### src/rtl/pwm_pkg.sv
package pwm_pkg;
  typedef enum logic [1:0] {
    SEL_CTRL = 2'd0,
    SEL_PER  = 2'd1,
    SEL_DUTY = 2'd2,
    SEL_NONE = 2'd3
  } wsel_e;

  localparam int CTRL_EN_BIT  = 0;
  localparam int CTRL_KSEL_LO = 1;
endpackage

### src/rtl/pwm_prescaler.sv
module pwm_prescaler #(
  parameter int KSEL_W = 3
) (
  input  logic              clk,
  input  logic              rst_n,
  input  logic              run_en,
  input  logic [KSEL_W-1:0] ksel,
  output logic              tick
);
  localparam int DIV_W = (1 << KSEL_W) - 1;

  logic [DIV_W-1:0] divcnt;
  logic [DIV_W-1:0] mask;

  always_comb begin
    mask = '0;
    for (int b = 0; b < DIV_W; b++) begin
      if (b < int'(ksel)) mask[b] = 1'b1;
    end
  end

  always_ff @(posedge clk or negedge rst_n) begin
    if (!rst_n)       divcnt <= '0;
    else if (!run_en) divcnt <= '0;
    else              divcnt <= divcnt + 1'b1;
  end

  assign tick = run_en && ((divcnt & mask) == mask);

  AST_TICK_SPACING: assert property (@(posedge clk) disable iff (!rst_n)
    (tick && ksel != '0) |=> (!tick || !$stable(ksel)));
endmodule

### src/rtl/pwm_shadow.sv
module pwm_shadow
  import pwm_pkg::*;
#(
  parameter int CNT_W = 16
) (
  input  logic             clk,
  input  logic             rst_n,
  input  logic             run_en,
  input  logic             wr_en,
  input  logic [1:0]       wr_sel,
  input  logic [CNT_W-1:0] wr_data,
  input  logic             wrap,
  output logic [CNT_W-1:0] per_buf,
  output logic [CNT_W-1:0] duty_buf
);
  logic [CNT_W-1:0] per_reg, duty_reg;
  logic             armed;
  logic             duty_wr;

  assign duty_wr = wr_en && (wr_sel == SEL_DUTY);

  always_ff @(posedge clk or negedge rst_n) begin
    if (!rst_n) begin
      per_reg  <= '0;
      duty_reg <= '0;
    end else if (wr_en) begin
      if (wr_sel == SEL_PER)  per_reg  <= wr_data;
      if (wr_sel == SEL_DUTY) duty_reg <= wr_data;
    end
  end

  always_ff @(posedge clk or negedge rst_n) begin
    if (!rst_n) begin
      per_buf  <= '0;
      duty_buf <= '0;
      armed    <= 1'b0;
    end else if (!run_en) begin
      per_buf  <= per_reg;
      duty_buf <= duty_reg;
      armed    <= 1'b0;
    end else if (wrap && armed) begin
      per_buf  <= per_reg;
      duty_buf <= duty_reg;
      armed    <= duty_wr;
    end else if (duty_wr) begin
      armed    <= 1'b1;
    end
  end

  AST_PER_HOLD: assert property (@(posedge clk) disable iff (!rst_n)
    (run_en && $past(run_en) && !$past(wrap)) |-> $stable(per_buf));
  AST_ARM_DROP: assert property (@(posedge clk) disable iff (!rst_n)
    (run_en && wrap && armed && !duty_wr) |=> !armed);
endmodule

### src/rtl/pwm_core.sv
module pwm_core #(
  parameter int CNT_W = 16
) (
  input  logic             clk,
  input  logic             rst_n,
  input  logic             run_en,
  input  logic             tick,
  input  logic [CNT_W-1:0] per_buf,
  input  logic [CNT_W-1:0] duty_buf,
  output logic             wrap,
  output logic             pwm_out
);
  logic [CNT_W-1:0] cnt;

  assign wrap = run_en && tick && (cnt == per_buf);

  always_ff @(posedge clk or negedge rst_n) begin
    if (!rst_n)       cnt <= '0;
    else if (!run_en) cnt <= '0;
    else if (tick)    cnt <= (cnt == per_buf) ? '0 : cnt + 1'b1;
  end

  assign pwm_out = run_en && (cnt < duty_buf);

  AST_CNT_BOUND: assert property (@(posedge clk) disable iff (!rst_n)
    run_en |-> (cnt <= per_buf));
  AST_WRAP_ZERO: assert property (@(posedge clk) disable iff (!rst_n)
    wrap |=> (cnt == '0));
  AST_IDLE_ZERO: assert property (@(posedge clk) disable iff (!rst_n)
    !run_en |=> (cnt == '0));
endmodule

### src/rtl/pwm_dbuf_timer.sv
module pwm_dbuf_timer
  import pwm_pkg::*;
#(
  parameter int CNT_W  = 16,
  parameter int KSEL_W = 3
) (
  input  logic             clk,
  input  logic             rst_n,
  input  logic             wr_en,
  input  logic [1:0]       wr_sel,
  input  logic [CNT_W-1:0] wr_data,
  output logic             pwm_out
);
  localparam int KSEL_HI = CTRL_KSEL_LO + KSEL_W - 1;

  logic              run_en;
  logic [KSEL_W-1:0] ksel;
  logic              tick, wrap;
  logic [CNT_W-1:0]  per_buf, duty_buf;

  always_ff @(posedge clk or negedge rst_n) begin
    if (!rst_n) begin
      run_en <= 1'b0;
      ksel   <= '0;
    end else if (wr_en && wr_sel == SEL_CTRL) begin
      run_en <= wr_data[CTRL_EN_BIT];
      ksel   <= wr_data[KSEL_HI:CTRL_KSEL_LO];
    end
  end

  pwm_prescaler #(.KSEL_W(KSEL_W)) u_pre (
    .clk(clk), .rst_n(rst_n), .run_en(run_en), .ksel(ksel), .tick(tick)
  );

  pwm_shadow #(.CNT_W(CNT_W)) u_shd (
    .clk(clk), .rst_n(rst_n), .run_en(run_en), .wr_en(wr_en),
    .wr_sel(wr_sel), .wr_data(wr_data), .wrap(wrap),
    .per_buf(per_buf), .duty_buf(duty_buf)
  );

  pwm_core #(.CNT_W(CNT_W)) u_core (
    .clk(clk), .rst_n(rst_n), .run_en(run_en), .tick(tick),
    .per_buf(per_buf), .duty_buf(duty_buf), .wrap(wrap), .pwm_out(pwm_out)
  );

  AST_OFF_LOW: assert property (@(posedge clk) disable iff (!rst_n)
    (wr_en && wr_sel == SEL_CTRL && !wr_data[CTRL_EN_BIT]) |=> !pwm_out);
endmodule

### config.mk
export PLATFORM = sky130hd
export DESIGN_NAME = pwm_dbuf_timer
export DESIGN_NICKNAME = d
export VERILOG_FILES = /design/src/rtl/pwm_pkg.sv /design/src/rtl/pwm_prescaler.sv /design/src/rtl/pwm_shadow.sv /design/src/rtl/pwm_core.sv /design/src/rtl/pwm_dbuf_timer.sv
export SDC_FILE = /design/constraint.sdc
export NUM_CORES = 1
export LEC_CHECK = 0
export BUFFER_PORTS_ARGS = -buffer_cell sky130_fd_sc_hd__buf_2
export CORE_MARGIN = 3
export CORE_UTILIZATION = 60
export DETAILED_ROUTE_END_ITERATION = 7
export MAX_ROUTING_LAYER = met4
export PLACE_DENSITY = 0.78
export SYNTH_ARGS = -nofsm -noshare
export SYNTH_HDL_FRONTEND = slang
export SYNTH_SLANG_ARGS = --single-unit
### constraint.sdc
create_clock -name clk -period 2.35 [get_ports clk]
set_input_delay 0.47 -clock clk [delete_from_list [all_inputs] [get_ports clk]]
set_output_delay 0.47 -clock clk [all_outputs]
set_load 0.005 [all_outputs]
[Word level (Yosys, flattened, before mapping)]
Cells that the tools add are included.
W data, S select, Z words.
Word-level totals
  output and inout bits: 1
  word-level logic and storage cells: 55
  input bits: 21
  flip-flop bits (word level): 92
Cells by class
  reductions and logical operators: 10
  muxes and demuxes: 18
  bitwise gates (word level): 1
  $add $sub $neg: 2
  $lt $le $gt $ge: 8
  equality and inequality tests: 7
Operators by type and width (number)
  $mux W16: 7
  $add A16 B1 Y16 const B: 1
  $eq A16 B16 Y1: 1
  $lt A16 B16 Y1: 1
  $mux W1: 10
  $lt A3 B3 Y1 const A: 3
  $add A7 B1 Y7 const B: 1
  $and A7 B7 Y7: 1
  $eq A7 B7 Y1: 1
  $logic_and A1 B1 Y1: 7
  $mux W7: 1
  $lt A1 B3 Y1 const A: 2
  $lt A2 B3 Y1 const A: 2
  $ne A2 B1 Y1 const B: 2
  $reduce_and A2 Y1: 2
  $ne A3 B1 Y1 const B: 1
  $eq A2 B1 Y1 const B: 1
  $eq A2 B2 Y1 const B: 1
  $logic_not A2 Y1: 1

[Longest topological paths before layout]
  depth after elaboration: 10
  mapped depth: 8
  mapped depth without buffers: 8

[Cells and area by module]
A second synthesis with hierarchy kept.
Second synthesis, totals
  cells, all modules: 366
  area, all modules: 4561.9 um2
Modules (own cells, without submodules)
  pwm_shadow: cells an instance 139, instances 1, sequential area each 1626.6 um2, area an instance 2528.7 um2
  pwm_core: cells an instance 182, instances 1, sequential area each 400.4 um2, area an instance 1516.5 um2
  pwm_prescaler: cells an instance 36, instances 1, sequential area each 175.2 um2, area an instance 352.8 um2
  pwm_dbuf_timer: cells an instance 9, instances 1, sequential area each 100.1 um2, area an instance 163.9 um2

[Least setup slack after synthesis]
Ideal clock, no wire load.
  path kind: reg-to-reg
  start: reg u_core.cnt[5]
  end: reg u_shd.duty_buf[0]
  required time: 2225 ps
  period minus slack after synthesis: 2030 ps
  arrival time: 1905 ps
  library setup time: 125 ps
  cell stages (with the launch flop): 8
  path buffers: 1
  path slack: 320 ps
  cell sequence: dfrtp_1 > xor2_1 > nor4_2 > nand4_2 > nor3_2 > a21boi_2 > buf_6 > mux2_4
Between the ends
  longest elaborated chain between the ends: 4
RTL lines
  start, declared: line pwm_core.sv:13  | logic [CNT_W-1:0] cnt;
  start signal, assigned: line pwm_core.sv:20  | else if (tick) cnt <= (cnt == per_buf) ? '0 : cnt + 1'b1;
  $eq A16 B16 Y1: line pwm_core.sv:15  | assign wrap = run_en && tick && (cnt == per_buf);
  $logic_and A1 B1 Y1: line pwm_core.sv:15
  $logic_and A1 B1 Y1: line pwm_shadow.sv:41  | end else if (wrap && armed) begin
  $ne A2 B1 Y1 (no line)
  end signal, assigned: line pwm_shadow.sv:39  | duty_buf <= duty_reg;
  end signal, assigned: line pwm_shadow.sv:43  | duty_buf <= duty_reg;
  end, declared: line pwm_shadow.sv:14  | output logic [CNT_W-1:0] duty_buf
Every way passes these cells.
A chain may end at the register's enable or synchronous reset.

[Worst setup path after layout]
  start: reg u_core.cnt[1]
  end: out pwm_out
Between the ends
  longest elaborated chain between the ends: 2
RTL lines
  $lt A16 B16 Y1: line pwm_core.sv:23  | assign pwm_out = run_en && (cnt < duty_buf);
  $logic_and A1 B1 Y1: line pwm_core.sv:23
  end, declared: line pwm_dbuf_timer.sv:12  | output logic pwm_out
Every way passes these cells.

==> results.md <==
- **run status** complete, but fails checks
- **violations in the final reports** negative setup slack
- **Filler Cell Count** 474
- **mean area per synthesized cell** 11.5 µm²
- **startpoint type of the worst setup path** flop
- **Leakage** 2.53 nW
- **least setup slack across all paths after layout** -156 ps
- **Rel. slew slack** 0.630
- **Critical Path Slowest Stage Cell** sky130_fd_sc_hd__dfrtp_1
- **async set or reset register ratio after synthesis** 1.00
- **clock transition at the register clock pins on the worst setup and hold paths after CTS** 90 ps
- **number of warning messages in the yosys log** 0
- **Post-DP Area** 4830 µm²
- **post-synth top area cell** sky130_fd_sc_hd__dfrtp_1
- **number of unique standard cell types used by synthesis** 42
- **area of the multi-input gates** 2060 µm²
- **DRT Pass-1 Iters** 4
- **utilization after layout** 0.719
- **top_reg_cell synth** sky130_fd_sc_hd__dfrtp_1
- **vias in the first global route** 3080
- **overall routed net length** 8980 µm
- **Inserted Clock Buffers** 9
- **combined global-route utilization of all metal layers** 0.236
- **ranking of synthesized cells by instance count** 92 x sky130_fd_sc_hd__dfrtp_1, 62 x sky130_fd_sc_hd__nand2_1, 30 x sky130_fd_sc_hd__mux2_4
- **post-synthesis instance total** 389
- **sum of internal, switching and leakage power** 0.00427 W
- **final instance area** 5050 µm²
- **class of the most critical hold timing path** in2async
- **Total Die Area** 8550 µm²
- **drt drc** 0
- **Most common cell on crit path** sky130_fd_sc_hd__a31oi_1
- **largest fanout on the critical path** 2
- **Top Family by Delay on Critical Path** compound AO/OA/AOI/OAI gates
- **sequential element share of the synthesized area** 0.513
- **count of input and output buffers** 21
- **synthesized area** 4490 µm²
- **setup slack on the worst flop-to-flop path** 80 ps
- **number of max-slew violations in the final report** 0
- **start of the worst register-to-register path** u_core.cnt[9]$_DFFE_PN0P_
- **global-route wire length before repair** 15300 µm
- **GRT overflow** 0
- **Clock Path Buffers** 2
- **mean number of vias per cell** 5.70
- **VDD IR-drop max** 0.000571 V
- **drt wl/cell** 16.8 µm
- **Die Y** 92.5 µm
- **pin slew with the least headroom to its limit** 551 ps
- **GP Congestion** 0.854
- **chip width** 92.5 µm
- **Clock Sink Count** 92
- **fraction of layout instances using a drive strength above 1** 0.261
- **power density over the cells** 845 nW/µm²
- **kind of critical path** reg2out
- **worst reg2reg endpoint** u_shd.duty_buf[15]$_DFFE_PN0P_
- **HPWL reported at the end of detailed placement** 6460 µm
- **delay of the slowest cell on the worst path** 400 ps
- **Net count, final** 470
- **antenna violations before repair** 0
- **post-route antenna net violation count** 0
- **Required @ worst endpoint** 1880 ps
- **clock tree from TritonCTS** built
- **synthesis-to-layout area growth** 12.5%
- **clock network latency to the later pin of the worst-skew pair** 360 ps
- **FF/Latch Area** 2300 µm²
- **final cell count without fillers** 533
- **post-synthesis register bit count** 92
- **post-route clock period utilization** 1.07
- **area share of the leading cell type in the synthesized netlist** 0.513
- **Floorplan Core Area** 7020 µm²
- **MaxCap Viol Count** 0
- **EDFF count, synth** 0
- **minimum clock period after layout** 2510 ps
- **dominant cell by count in the synthesized netlist** sky130_fd_sc_hd__dfrtp_1
- **worst slack on hold paths** 44.0 ps
- **buffer and inverter count on the worst path** 1
- **Worst Skew** 12.9 ps
- **Placement Rows** 30
- **Critical Path AT** 2040 ps
- **RSZ-0062 raised after global routing** yes
- **net count of the mapped netlist** 427
- **initial detailed-routing violation count** 187
- **final count of hold timing violations** 0
- **via total after detailed routing** 3036
- **CP endpoint kind** output pin
- **Clock Tree Root** sky130_fd_sc_hd__clkbuf_8
- **cell types with the largest area share after synthesis** sky130_fd_sc_hd__dfrtp_1 51%, sky130_fd_sc_hd__mux2_4 10%, sky130_fd_sc_hd__nand2_1 5.2%, sky130_fd_sc_hd__mux2_2 4.8%, sky130_fd_sc_hd__ha_1 4.7%
- **top-level port count** 22
- **number of cells after detailed placement** 516
- **initial standard-cell utilization of the core** 0.639
- **Peak Freq** 399 MHz
- **cell-by-cell trace of the critical path** ha_1 -> a2111o_1 -> a31oi_1 -> o21ai_1 -> a31oi_1 -> o21a_1 -> buf_2
- **number of endpoints failing setup at the final stage** 1
- **largest net degree at the start of global routing** 60
- **cell count of the worst reg-to-reg path** 7
- **maximum level of the CTS H-tree** 3
- **ANT cells** 0
## placed cells by master, fill, tap and decap left out, types with 2 or more instances in the layout
master / count
sky130_fd_sc_hd__a21o_1: 10
sky130_fd_sc_hd__nand2b_1: 4
sky130_fd_sc_hd__inv_1: 20
sky130_fd_sc_hd__nor2b_1: 2
sky130_fd_sc_hd__clkinvlp_4: 2
sky130_fd_sc_hd__inv_6: 2
sky130_fd_sc_hd__mux2_1: 2
sky130_fd_sc_hd__nand4_1: 2
sky130_fd_sc_hd__nor2_1: 7
sky130_fd_sc_hd__o21a_1: 2
sky130_fd_sc_hd__dfrtp_2: 2
sky130_fd_sc_hd__buf_2: 20
sky130_fd_sc_hd__mux2_2: 19
sky130_fd_sc_hd__xor2_1: 17
sky130_fd_sc_hd__ha_1: 17
sky130_fd_sc_hd__o21ai_1: 2
sky130_fd_sc_hd__or3_1: 3
sky130_fd_sc_hd__nor4_2: 4
sky130_fd_sc_hd__xnor2_1: 4
sky130_fd_sc_hd__a21oi_1: 10
sky130_fd_sc_hd__o21ai_0: 22
sky130_fd_sc_hd__mux2_4: 30
sky130_fd_sc_hd__nand2_1: 62
sky130_fd_sc_hd__nand3_1: 11
sky130_fd_sc_hd__a31oi_1: 2
sky130_fd_sc_hd__buf_12: 2
sky130_fd_sc_hd__nand3b_1: 2
sky130_fd_sc_hd__nor3b_1: 3
sky130_fd_sc_hd__and3_1: 4
sky130_fd_sc_hd__and2_1: 6
sky130_fd_sc_hd__buf_4: 19
sky130_fd_sc_hd__nor4_1: 5
sky130_fd_sc_hd__dfrtp_1: 90
sky130_fd_sc_hd__clkbuf_8: 9
sky130_fd_sc_hd__o31ai_1: 4
## repair_timing
action | CTS | global route
buffers inserted | 1 | 0
hold buffers | 0 | 0
resized for setup | 3 | 1
pin swaps | 2 | 0
setup endpoints to repair | 1 | 19
## cell type report
class                           count  share of cell area
Multi-Input combinational cell    267               0.409
Clock buffer                       10              0.0253
Timing Repair Buffer               41              0.0560
Clock inverter                      6              0.0141
Sequential cell                    92               0.456
Inverter                           21              0.0156
Tap cell                           96              0.0238
## report_power, final
part	leakage, nW	internal [W]	switching [W]	total, W
clock	0.0935	0.000501	0.000576	0.00108
sequential	1.16	0.00190	0.000252	0.00215
combinational	1.28	0.000580	0.000461	0.00104
## worst reg2reg max path: stages, from the launching register on
cell                       delay [ps]
sky130_fd_sc_hd__dfrtp_1          470
sky130_fd_sc_hd__xor2_1           180
sky130_fd_sc_hd__nor4_2           430
sky130_fd_sc_hd__nand4_2          190
sky130_fd_sc_hd__nor3_4           270
sky130_fd_sc_hd__a21boi_4         100
sky130_fd_sc_hd__buf_12           180
sky130_fd_sc_hd__mux2_1           340
## worst max path at each step
stage,start,to,depth (start not counted)
after CTS,u_shd.duty_buf[1]$_DFFE_PN0P_,pwm_out,8
final,u_core.cnt[1]$_DFFE_PN0P_,pwm_out,7
after global routing,u_shd.duty_buf[1]$_DFFE_PN0P_,pwm_out,8
after floorplan,u_core.cnt[5]$_DFFE_PN0P_,u_shd.duty_buf[0]$_DFFE_PN0P_,7
after global placement,u_core.cnt[9]$_DFFE_PN0P_,u_shd.per_buf[15]$_DFFE_PN0P_,7
after detailed placement,u_core.cnt[9]$_DFFE_PN0P_,u_shd.duty_buf[15]$_DFFE_PN0P_,7
## kinds of logic (layout without fill, tap and decap cells)
kind of cell | after synthesis | in the layout | synth area share
compound gates | 57 | 57 | 0.0781
xor+xnor | 21 | 21 | 0.0410
fa+ha+maj | 17 | 17 | 0.0474
buf+inv | 30 | 78 | 0.0301
flops | 92 | 92 | 0.513
mux | 52 | 52 | 0.155
simple gates | 120 | 120 | 0.135
## per-stage QoR
stage	setup TNS [ps]	setup slack, ps
CTS	-182	-182
global placement	0	112
floorplan	0	320
global route	-288	-288
detailed placement	0	92.1
finish	-156	-156
## routing by layer
layer  wire length, µm  share of wire  vias up  track usage
met5                 0              0        -            -
met4               167          0.019        0       0.0804
met3               512          0.057       19       0.0447
met2              4310           0.48       96        0.356
met1              3990           0.44     1487        0.323
li1                  -              -     1434            -
No activity file was read; power rests on OpenSTA's default activity.
